File: config.mk
export PLATFORM = sky130hd
export DESIGN_NAME = dest_resolver
export DESIGN_NICKNAME = d
export VERILOG_FILES = /design/src/rtl/dest_resolver_pkg.sv /design/src/rtl/agent_match.sv /design/src/rtl/lowest_pick.sv /design/src/rtl/dest_resolver.sv
export SDC_FILE = /design/constraint.sdc
export NUM_CORES = 1
export LEC_CHECK = 0
export ABC_AREA = 1
export BUFFER_PORTS_ARGS = -buffer_cell sky130_fd_sc_hd__clkbuf_2
export CAP_MARGIN = 20
export CORE_AREA = 4 4 228 230
export CTS_CLUSTER_SIZE = 30
export DETAILED_ROUTE_END_ITERATION = 10
export DIE_AREA = 0 0 232 234
export PLACE_DENSITY = 0.47
export REMOVE_ABC_BUFFERS = 1
export SETUP_SLACK_MARGIN = 0.1
export SKIP_LAST_GASP = 1
export SLEW_MARGIN = 20
export SYNTH_ARGS = -nofsm -noshare
export SYNTH_HDL_FRONTEND = slang
export SYNTH_HIERARCHICAL = 1
export SYNTH_SLANG_ARGS = --single-unit
export TNS_END_PERCENT = 30
File: constraint.sdc
create_clock -name clk -period 1 [get_ports clk]
set_input_delay 0.1 -clock clk [delete_from_list [all_inputs] [get_ports clk]]
set_output_delay 0.1 -clock clk [all_outputs]
set_load 0.01 [all_outputs]
File: src/rtl/dest_resolver_pkg.sv
package dest_resolver_pkg;
  localparam int DEST_W = 32;
  localparam int LOW_W  = 8;
  localparam int HALF_W = DEST_W / 2;
  localparam int NIB_W  = LOW_W / 2;

  typedef enum logic [1:0] {
    SH_FIELD  = 2'd0,
    SH_SELF   = 2'd1,
    SH_ALL    = 2'd2,
    SH_OTHERS = 2'd3
  } shorthand_e;

  // physical identifier comparison, width depends on agent mode
  function automatic logic phys_hit(input logic ext,
                                    input logic [DEST_W-1:0] id,
                                    input logic [DEST_W-1:0] dest);
    if (ext) return id == dest;
    return id[LOW_W-1:0] == dest[LOW_W-1:0];
  endfunction

  // logical rule for one agent (extended, flat or cluster)
  function automatic logic logical_hit(input logic ext,
                                       input logic cluster_model,
                                       input logic [DEST_W-1:0] ldr,
                                       input logic [DEST_W-1:0] dest);
    logic grp_ok;
    if (ext) begin
      grp_ok = dest[DEST_W-1:HALF_W] == ldr[DEST_W-1:HALF_W];
      return grp_ok && ((dest[HALF_W-1:0] & ldr[HALF_W-1:0]) != '0);
    end
    if (!cluster_model)
      return (dest[LOW_W-1:0] & ldr[LOW_W-1:0]) != '0;
    grp_ok = (dest[LOW_W-1:NIB_W] == {NIB_W{1'b1}}) ||
             (dest[LOW_W-1:NIB_W] == ldr[LOW_W-1:NIB_W]);
    return grp_ok && ((dest[NIB_W-1:0] & ldr[NIB_W-1:0]) != '0);
  endfunction

  function automatic logic is_wide_bcast(input logic [DEST_W-1:0] dest);
    return dest == {DEST_W{1'b1}};
  endfunction

  function automatic logic is_narrow_bcast(input logic [DEST_W-1:0] dest);
    return dest == DEST_W'({LOW_W{1'b1}});
  endfunction
endpackage

File: src/rtl/agent_match.sv
module agent_match
  import dest_resolver_pkg::*;
#(
  parameter int IDX_W  = 3,
  parameter int MY_IDX = 0
) (
  input  logic              present,
  input  logic              ext,
  input  logic [DEST_W-1:0] phys_id,
  input  logic [DEST_W-1:0] logid,
  input  logic              cluster_model,
  input  logic [DEST_W-1:0] dest,
  input  logic              logical,
  input  logic [1:0]        shorthand,
  input  logic [IDX_W-1:0]  sender,
  output logic              hit
);
  logic dest_hit;
  logic is_me;
  logic sel;

  assign is_me = sender == IDX_W'(MY_IDX);

  always_comb begin
    if (logical)
      dest_hit = logical_hit(ext, cluster_model, logid, dest) ||
                 (ext && is_wide_bcast(dest));
    else
      dest_hit = is_wide_bcast(dest) || phys_hit(ext, phys_id, dest) ||
                 (!ext && is_narrow_bcast(dest));
  end

  always_comb begin
    case (shorthand_e'(shorthand))
      SH_SELF:   sel = is_me;
      SH_ALL:    sel = 1'b1;
      SH_OTHERS: sel = !is_me;
      default:   sel = dest_hit;
    endcase
  end

  assign hit = sel && present;
endmodule

File: src/rtl/lowest_pick.sv
module lowest_pick #(
  parameter int N     = 8,
  parameter int IDX_W = 3
) (
  input  logic [N-1:0]     mask,
  output logic             found,
  output logic [IDX_W-1:0] idx
);
  always_comb begin
    found = 1'b0;
    idx   = '0;
    for (int i = N - 1; i >= 0; i--) begin
      if (mask[i]) begin
        found = 1'b1;
        idx   = IDX_W'(i);
      end
    end
  end
endmodule

File: src/rtl/dest_resolver.sv
module dest_resolver
  import dest_resolver_pkg::*;
#(
  parameter int N_AGENTS = 8,
  localparam int IDX_W = (N_AGENTS > 1) ? $clog2(N_AGENTS) : 1
) (
  input  logic                         clk,
  input  logic                         rst_n,
  input  logic [N_AGENTS-1:0]          agent_present,
  input  logic [N_AGENTS-1:0]          agent_ext,
  input  logic [DEST_W*N_AGENTS-1:0]   agent_phys_id,
  input  logic [DEST_W*N_AGENTS-1:0]   agent_logid,
  input  logic [N_AGENTS-1:0]          agent_cluster,
  input  logic                         req_valid,
  input  logic [DEST_W-1:0]            req_dest,
  input  logic                         req_logical,
  input  logic [1:0]                   req_shorthand,
  input  logic [IDX_W-1:0]             req_sender,
  input  logic                         req_lowpri,
  output logic                         res_valid,
  output logic [N_AGENTS-1:0]          res_mask,
  output logic                         res_pick_valid,
  output logic [IDX_W-1:0]             res_pick_idx
);
  logic [N_AGENTS-1:0] next_mask;
  logic                next_found;
  logic [IDX_W-1:0]    next_idx;
  logic [N_AGENTS-1:0] pick_below;

  for (genvar g = 0; g < N_AGENTS; g++) begin : g_agent
    agent_match #(.IDX_W(IDX_W), .MY_IDX(g)) u_match (
      .present       (agent_present[g]),
      .ext           (agent_ext[g]),
      .phys_id       (agent_phys_id[g*DEST_W +: DEST_W]),
      .logid         (agent_logid[g*DEST_W +: DEST_W]),
      .cluster_model (agent_cluster[g]),
      .dest          (req_dest),
      .logical       (req_logical),
      .shorthand     (req_shorthand),
      .sender        (req_sender),
      .hit           (next_mask[g])
    );
  end

  lowest_pick #(.N(N_AGENTS), .IDX_W(IDX_W)) u_pick (
    .mask  (next_mask),
    .found (next_found),
    .idx   (next_idx)
  );

  always_ff @(posedge clk or negedge rst_n) begin
    if (!rst_n) begin
      res_valid      <= 1'b0;
      res_mask       <= '0;
      res_pick_valid <= 1'b0;
      res_pick_idx   <= '0;
    end else begin
      res_valid <= req_valid;
      if (req_valid) begin
        res_mask       <= next_mask;
        res_pick_valid <= req_lowpri && next_found;
        res_pick_idx   <= next_idx;
      end
    end
  end

  // agents below the reported pick, for the ordering check
  always_comb begin
    for (int i = 0; i < N_AGENTS; i++)
      pick_below[i] = IDX_W'(i) < res_pick_idx;
  end

  assert_latency_R2: assert property (@(posedge clk) disable iff (!rst_n)
    req_valid |=> res_valid);
  assert_idle_R2: assert property (@(posedge clk) disable iff (!rst_n)
    !req_valid |=> !res_valid);
  assert_absent_R11: assert property (@(posedge clk) disable iff (!rst_n)
    res_valid |-> ((res_mask & ~$past(agent_present)) == '0));
  assert_self_R10: assert property (@(posedge clk) disable iff (!rst_n)
    (res_valid && $past(req_shorthand) == 2'd1) |-> ($countones(res_mask) <= 1));
  assert_pick_lowest_R12: assert property (@(posedge clk) disable iff (!rst_n)
    res_pick_valid |-> (res_mask[res_pick_idx] && ((res_mask & pick_below) == '0)));
  assert_pick_empty_R12: assert property (@(posedge clk) disable iff (!rst_n)
    (res_valid && res_mask == '0) |-> !res_pick_valid);
  assert_pick_lowpri_R12: assert property (@(posedge clk) disable iff (!rst_n)
    (res_valid && res_pick_valid) |-> $past(req_lowpri));
endmodule

# After elaboration in Yosys (flattened, before gate mapping)
# Index checks and enable logic that the tools add are counted.
[word_totals] reg_bits=13 inputBits=578 output_inout_bits=13
[classes] n_eq_ne=45 n_mux=144 n_bitwise=24 reduce_logical=114
[ops] operator="$eq A32 B32 Y1" n=8
[ops] operator="$and A16 B16 Y16" n=8
[ops] operator="$eq A16 B16 Y1" n=8
[ops] operator="$mux W1" n=128
[ops] operator="$reduce_bool A16 Y1" n=8
[ops] operator="$and A8 B8 Y8" n=8
[ops] operator="$eq A8 B8 Y1" n=8
[ops] operator="$reduce_bool A8 Y1" n=8
[ops] operator="$logic_and A1 B1 Y1" n=41
[ops] operator="$and A4 B4 Y4" n=8
[ops] operator="$eq A32 B32 Y1 const B" n=1
[ops] operator="$eq A32 B8 Y1 const B" n=1
[ops] operator="$eq A4 B4 Y1" n=8
[ops] operator="$logic_or A1 B1 Y1" n=32
[ops] operator="$reduce_bool A4 Y1" n=8
[ops] operator="$mux W3" n=8
[ops] operator="$pmux W1 S3" n=8
[ops] operator="$logic_not A1 Y1" n=16
[ops] operator="$eq A3 B3 Y1 const B" n=4
[ops] operator="$eq A3 B2 Y1 const B" n=2
[ops] operator="$eq A2 B2 Y1 const B" n=2
[ops] operator="$eq A4 B4 Y1 const B" n=1
[ops] operator="$eq A3 B1 Y1 const B" n=1
[ops] operator="$logic_not A3 Y1" n=1
[ops] operator="$eq A2 B1 Y1 const B" n=1

# Longest topological paths before layout
[logic_depth] word_depth=21 ltp_mapped=21 mapped_depth_nobuf=21

# Hierarchy
# The synthesis kept the hierarchy.
[modules_own_cells] module="agent_match (g_agent[3].u_match ...)" n_inst=3 cells_each=307 area_per_inst_um2=1312.5 seq_area_each_um2=0.0
[modules_own_cells] module="agent_match (g_agent[1].u_match ...)" n_inst=2 cells_each=306 area_per_inst_um2=1312.5 seq_area_each_um2=0.0
[modules_own_cells] module="agent_match (g_agent[0].u_match)" n_inst=1 cells_each=306 area_per_inst_um2=1310.0 seq_area_each_um2=0.0
[modules_own_cells] module="agent_match (g_agent[4].u_match)" n_inst=1 cells_each=306 area_per_inst_um2=1308.8 seq_area_each_um2=0.0
[modules_own_cells] module="agent_match (g_agent[7].u_match)" n_inst=1 cells_each=305 area_per_inst_um2=1306.3 seq_area_each_um2=0.0
[modules_own_cells] module="dest_resolver" n_inst=1 cells_each=52 area_per_inst_um2=484.2 seq_area_each_um2=325.3
[modules_own_cells] module="lowest_pick" n_inst=1 cells_each=22 area_per_inst_um2=98.8 seq_area_each_um2=0.0

# Worst setup path before layout
# Ideal clock, no wire load.
[synth_path] path_kind="input -> register" from="in agent_logid[167]" to="reg res_pick_idx[0]" arrival_time_ns=1.558 slack_ns=-0.623 stages=18 n_path_buf=0 cell_sequence="ha_1 -> nor2_1 -> nand2_1 -> o21ai_0 -> a21boi_0 -> o21ai_0 -> nand2_1 -> nand2_1 -> nand2_1 -> a21oi_2 -> inv_1 -> nand2_1 -> nand2_1 -> nand2_1 -> nand2_1 -> a21oi_1 -> nand2_1 -> nand2_1"
[synth_via] elab_chain_cells=18
[synth_lines] item="from (decl)" line="dest_resolver.sv:12" text="input logic [DEST_W*N_AGENTS-1:0] agent_logid,"
[synth_lines] item="$and A16 B16 Y16" line="dest_resolver_pkg.sv:30" text="return grp_ok && ((dest[HALF_W-1:0] & ldr[HALF_W-1:0]) != '0);"
[synth_lines] item="$reduce_bool A16 Y1" line="dest_resolver_pkg.sv:30"
[synth_lines] item="$logic_and A1 B1 Y1" line="dest_resolver_pkg.sv:30"
[synth_lines] item="$mux W1" line="dest_resolver_pkg.sv:28" text="if (ext) begin"
[synth_lines] item="$mux W1" line="dest_resolver_pkg.sv:32" text="if (!cluster_model)"
[synth_lines] item="$mux W1" line="dest_resolver_pkg.sv:34" text="grp_ok = (dest[LOW_W-1:NIB_W] == {NIB_W{1'b1}}) ||"
[synth_lines] item="$mux W1 *" line="dest_resolver_pkg.sv:32"
[synth_lines] item="$mux W1 *" line="agent_match.sv:25" text="if (logical)"
[synth_lines] item="$logic_or A1 B1 Y1 *" line="agent_match.sv:26" text="dest_hit = logical_hit(ext, cluster_model, logid, dest) ||"
[synth_lines] item="$mux W1 *" line="agent_match.sv:25"
[synth_lines] item="$pmux W1 S3 *" line="agent_match.sv:34" text="case (shorthand_e'(shorthand))"
[synth_lines] item="$logic_and A1 B1 Y1 *" line="agent_match.sv:42" text="assign hit = sel && present;"
[synth_lines] item="via next_mask[5]" line="dest_resolver.sv:25" text="logic [N_AGENTS-1:0] next_mask;"
[synth_lines] item="$mux W3 * (6 in a row)" line="lowest_pick.sv:13" text="if (mask[i]) begin"
[synth_lines] item="via next_idx[0]" line="dest_resolver.sv:27" text="logic [IDX_W-1:0] next_idx;"
[synth_lines] item="to (signal assigned)" line="dest_resolver.sv:62" text="res_pick_idx <= next_idx;"
[synth_lines] item="to (decl)" line="dest_resolver.sv:23" text="output logic [IDX_W-1:0] res_pick_idx"
# Mark *: on every way through the listed nets, which the timed path passes. The rest lies on a longest branch. The select of a mux whose other input is x is not followed.
# A chain may end at the register's enable or synchronous reset.

# Worst setup path after layout
[layout_path] from="in req_dest[3]" to="reg res_pick_valid"
[layout_rtl] item="from (decl)" line="dest_resolver.sv:15" text="input logic [DEST_W-1:0] req_dest,"
[layout_rtl] item="$and A16 B16 Y16" line="dest_resolver_pkg.sv:30"
[layout_rtl] item="$reduce_bool A16 Y1" line="dest_resolver_pkg.sv:30"
[layout_rtl] item="$logic_and A1 B1 Y1" line="dest_resolver_pkg.sv:30"
[layout_rtl] item="$mux W1" line="dest_resolver_pkg.sv:28"
[layout_rtl] item="$mux W1" line="dest_resolver_pkg.sv:32"
[layout_rtl] item="$mux W1" line="dest_resolver_pkg.sv:34"
[layout_rtl] item="$mux W1" line="dest_resolver_pkg.sv:32"
[layout_rtl] item="$mux W1" line="agent_match.sv:25"
[layout_rtl] item="$logic_or A1 B1 Y1" line="agent_match.sv:26"
[layout_rtl] item="$mux W1 *" line="agent_match.sv:25"
[layout_rtl] item="$pmux W1 S3 *" line="agent_match.sv:34"
[layout_rtl] item="$logic_and A1 B1 Y1 *" line="agent_match.sv:42"
[layout_rtl] item="via next_mask[3]" line="dest_resolver.sv:25"
[layout_rtl] item="$mux W1 * (4 in a row)" line="lowest_pick.sv:13"
[layout_rtl] item="via next_found" line="dest_resolver.sv:26" text="logic next_found;"
[layout_rtl] item="$logic_and A1 B1 Y1 *" line="dest_resolver.sv:61" text="res_pick_valid <= req_lowpri && next_found;"
[layout_rtl] item="to (signal assigned)" line="dest_resolver.sv:61"
[layout_rtl] item="to (decl)" line="dest_resolver.sv:22" text="output logic res_pick_valid,"
# Marked as above.

==> results.cfg <==
[outcome]
outcome = finished with violations
violations = setup timing

[hold_path]
hp-class = primary input to register

[worst_setup_path]
crit_top_cell = nand2_1
worstPathRequired_ns = 1.14
critPathMaxStageDelay_ns = 0.21
cp-start-kind = primary input
crit_type = primary input to register
path_cells = clkbuf_2, buf_12, buf_4, nand2_1, nand4_1, nor2_1, nand2_1, nand3_1, nand2_1, nand2_1, nand2_2, nand2_4, a21oi_4, inv_1, nand4_1, inv_1, nand2_1, nand3_1, nand2_1
end_kind = register
crit_slowest_cell = nor2_1
crit_arrival_ns = 2.05
critPathMaxFanout = 6

[placed_design]
place_congestion = 0.940
place_ws_ns = -1.57
dp.cells = 4038
placedInstanceArea_sq_um = 17300
io_buffer_count = 590
hpwl_mm = 63.8

[floorplanning]
die_h_microns = 234
ios = 591
initial_core_util_pct = 22.2
coreArea_sq_um = 49900
rows = 82
die_w_microns = 232
die_area_sq_um = 54300

[sta]
slew_headroom_pct = 62.2
worst_slew_pin_slew_ns = 0.562
setup_viol = 12
fin_crit_sh_pct = 191
fin_ws_ns = -0.912
fin_skew_ns = 0
hold_violations = 0
finalSetupTns_ns = -8.48
period_minus_slack_ns = 1.91
slew_violations = 0
whs_ns = 0.0543
rsz0062_at_grt = true
clock.fmax_mhz = 523

[job]
cap_violations = 0

[layout]
n_fill_cell = 5783
layoutNonFillerInstCount = 4107
fin_area_sq_um = 19000
final_core_util_pct = 38.1
final_nets = 4040
syn_to_final_growth_pct = 71.7
layout-drive-gt1-share_pct = 31.7

[grt]
grt_pass1_vias = 16700
antenna_found_initial = 14
grt_pass1_wl_mm = 103
grt_usage_pct = 25.7
grt_max_degree = 17
grt-ovfl-total = 0

[detailed_routing]
drt_iter0_drc = 1287
viasPerCell = 4.32
ant_nets = 0
dr.pass1.iters = 5
wire_per_inst_microns = 18.4
drc = 0
num_vias = 17800
drt_wl_total_mm = 75.8

[synth]
syn_inst = 2524
ys_seq_area_share_pct = 2.94
yosys_warnings = 6
syn_avg_cell_area_sq_um = 4.39
netlist_area_sq_um = 11100
synthDistinctLibCells = 24
ys_seq_elements = 13

[clock_network]
clk_path_buf_depth = 2
clock_latency_ns = 0.24
clock_sinks = 13
numCtsBuffers = 3
cts_tree = yes
root_buffer = clkbuf_16
clk_transition_reported_paths_ns = 0.05
htreeDepth = 1

[power_and_ir_drop]
power_density_nw_per_um2 = 484
p_leak_nw = 12.1
vdd_drop_max_mv = 0.500
power_mw = 9.21
[path summary, 6_finish.rpt]
kind                                              from                          end  slack, ns  depth (start not counted)
max                                        req_dest[3]   res_pick_valid$_DFFE_PN0P_      -0.91                         19
min                                          req_valid          res_valid$_DFF_PN0_       0.05                          1
min in group asynchronous                        rst_n  res_pick_idx[0]$_DFFE_PN0P_       0.31                          2
min reg2reg                res_pick_idx[2]$_DFFE_PN0P_  res_pick_idx[2]$_DFFE_PN0P_       0.47                          2
max reg2reg                    res_mask[7]$_DFFE_PN0P_      res_mask[7]$_DFFE_PN0P_       0.35                          2
max in group asynchronous                        rst_n      res_mask[5]$_DFFE_PN0P_       0.40                          2
[placed cells by master (no fill, tap or decap), types with 7 or more instances in the layout]
| master | instances |
|---|---|
| buf_6 | 20 |
| nor3_1 | 16 |
| clkbuf_16 | 14 |
| a21o_1 | 8 |
| dfrtp_1 | 13 |
| o21ai_1 | 7 |
| o21ai_0 | 17 |
| nand3_1 | 24 |
| clkbuf_2 | 570 |
| nand2_2 | 11 |
| inv_1 | 417 |
| buf_4 | 213 |
| nand4_1 | 81 |
| nand2_1 | 1290 |
| buf_8 | 18 |
| xor2_1 | 40 |
| xnor2_1 | 58 |
| buf_12 | 58 |
| inv_2 | 78 |
| nor2_2 | 44 |
| ha_4 | 8 |
| ha_1 | 24 |
| nor3_2 | 10 |
| nor2_1 | 324 |
| a21oi_2 | 8 |
[final cells by class]
cell class | count | area (sq um) | area share [%]
inverter | 495 | 1860 | 9.77
multi-input combinational | 2014 | 9290 | 48.9
timing repair buffer | 903 | 6600 | 34.7
tap | 672 | 841 | 4.42
clock inverter | 1 | 5.00 | 0.0263
sequential | 13 | 325 | 1.71
clock buffer | 3 | 75.1 | 0.395
antenna | 6 | 15.0 | 0.0790
[Yosys cell counts]
cell | count | area [sq um]
a21boi_0 | 8 | 60.1
a21o_1 | 8 | 60.1
a21oi_1 | 9 | 45.0
a21oi_2 | 8 | 70.1
a31oi_1 | 1 | 6.26
buf_4 | 1 | 7.51
buf_6 | 1 | 11.3
dfrtp_1 | 13 | 325
ha_1 | 32 | 400
inv_1 | 422 | 1580
inv_2 | 73 | 274
nand2_1 | 1302 | 4890
nand3_1 | 27 | 135
nand4_1 | 81 | 507
nor2_1 | 365 | 1370
nor2_2 | 8 | 50.1
nor3_1 | 17 | 85.1
nor3_2 | 9 | 90.1
nor3b_1 | 2 | 15.0
nor4_1 | 8 | 50.1
o21ai_0 | 24 | 120
or2_1 | 1 | 6.26
xnor2_1 | 64 | 561
xor2_1 | 40 | 350
[timing repair]
action                     in CTS  in global routing
hold endpoints to repair       13                  0
cloned                          5                  7
resized for setup             130                103
pin swaps                      43                 63
setup buffers                  25                 22
hold buffers                    1                  0
setup endpoints to repair      15                 16
[power breakdown]
part	switching [mW]	internal, mW	leakage [nW]
logic	4.22	3.59	11.9
clock network	0.251	0.534	0.0409
registers	0.0368	0.582	0.165
[kinds of logic after synthesis]
group,Yosys count,synth area share (%)
simple gates,1820,65.0
xor+xnor,104,8.23
buf+inv,497,17.0
compound gates,58,3.27
flops,13,2.94
fa+ha+maj,32,3.62
[critical path, delay by kind of cell]
kind                   cells  cell delay (ns)
AND/OR/NAND/NOR           13             1.27
buffers and inverters      5             0.61
AO/OA/AOI/OAI              1             0.06
[flip-flops by register name (all words and copies together) (netlist names)]
register and count:
res_pick_idx 3, res_pick_valid 1, res_mask 8, res_valid 1
[routing by layer]
metal  share of wire [%]  vias to the layer above  track usage [%]
met5                0.12                        -                0
met4                 2.7                       12             5.83
met1                  42                     7707             31.6
li1                    -                     9275                -
met2                  48                      666             47.4
met3                 6.7                       97             3.71
(Power assumes the default switching activity.)
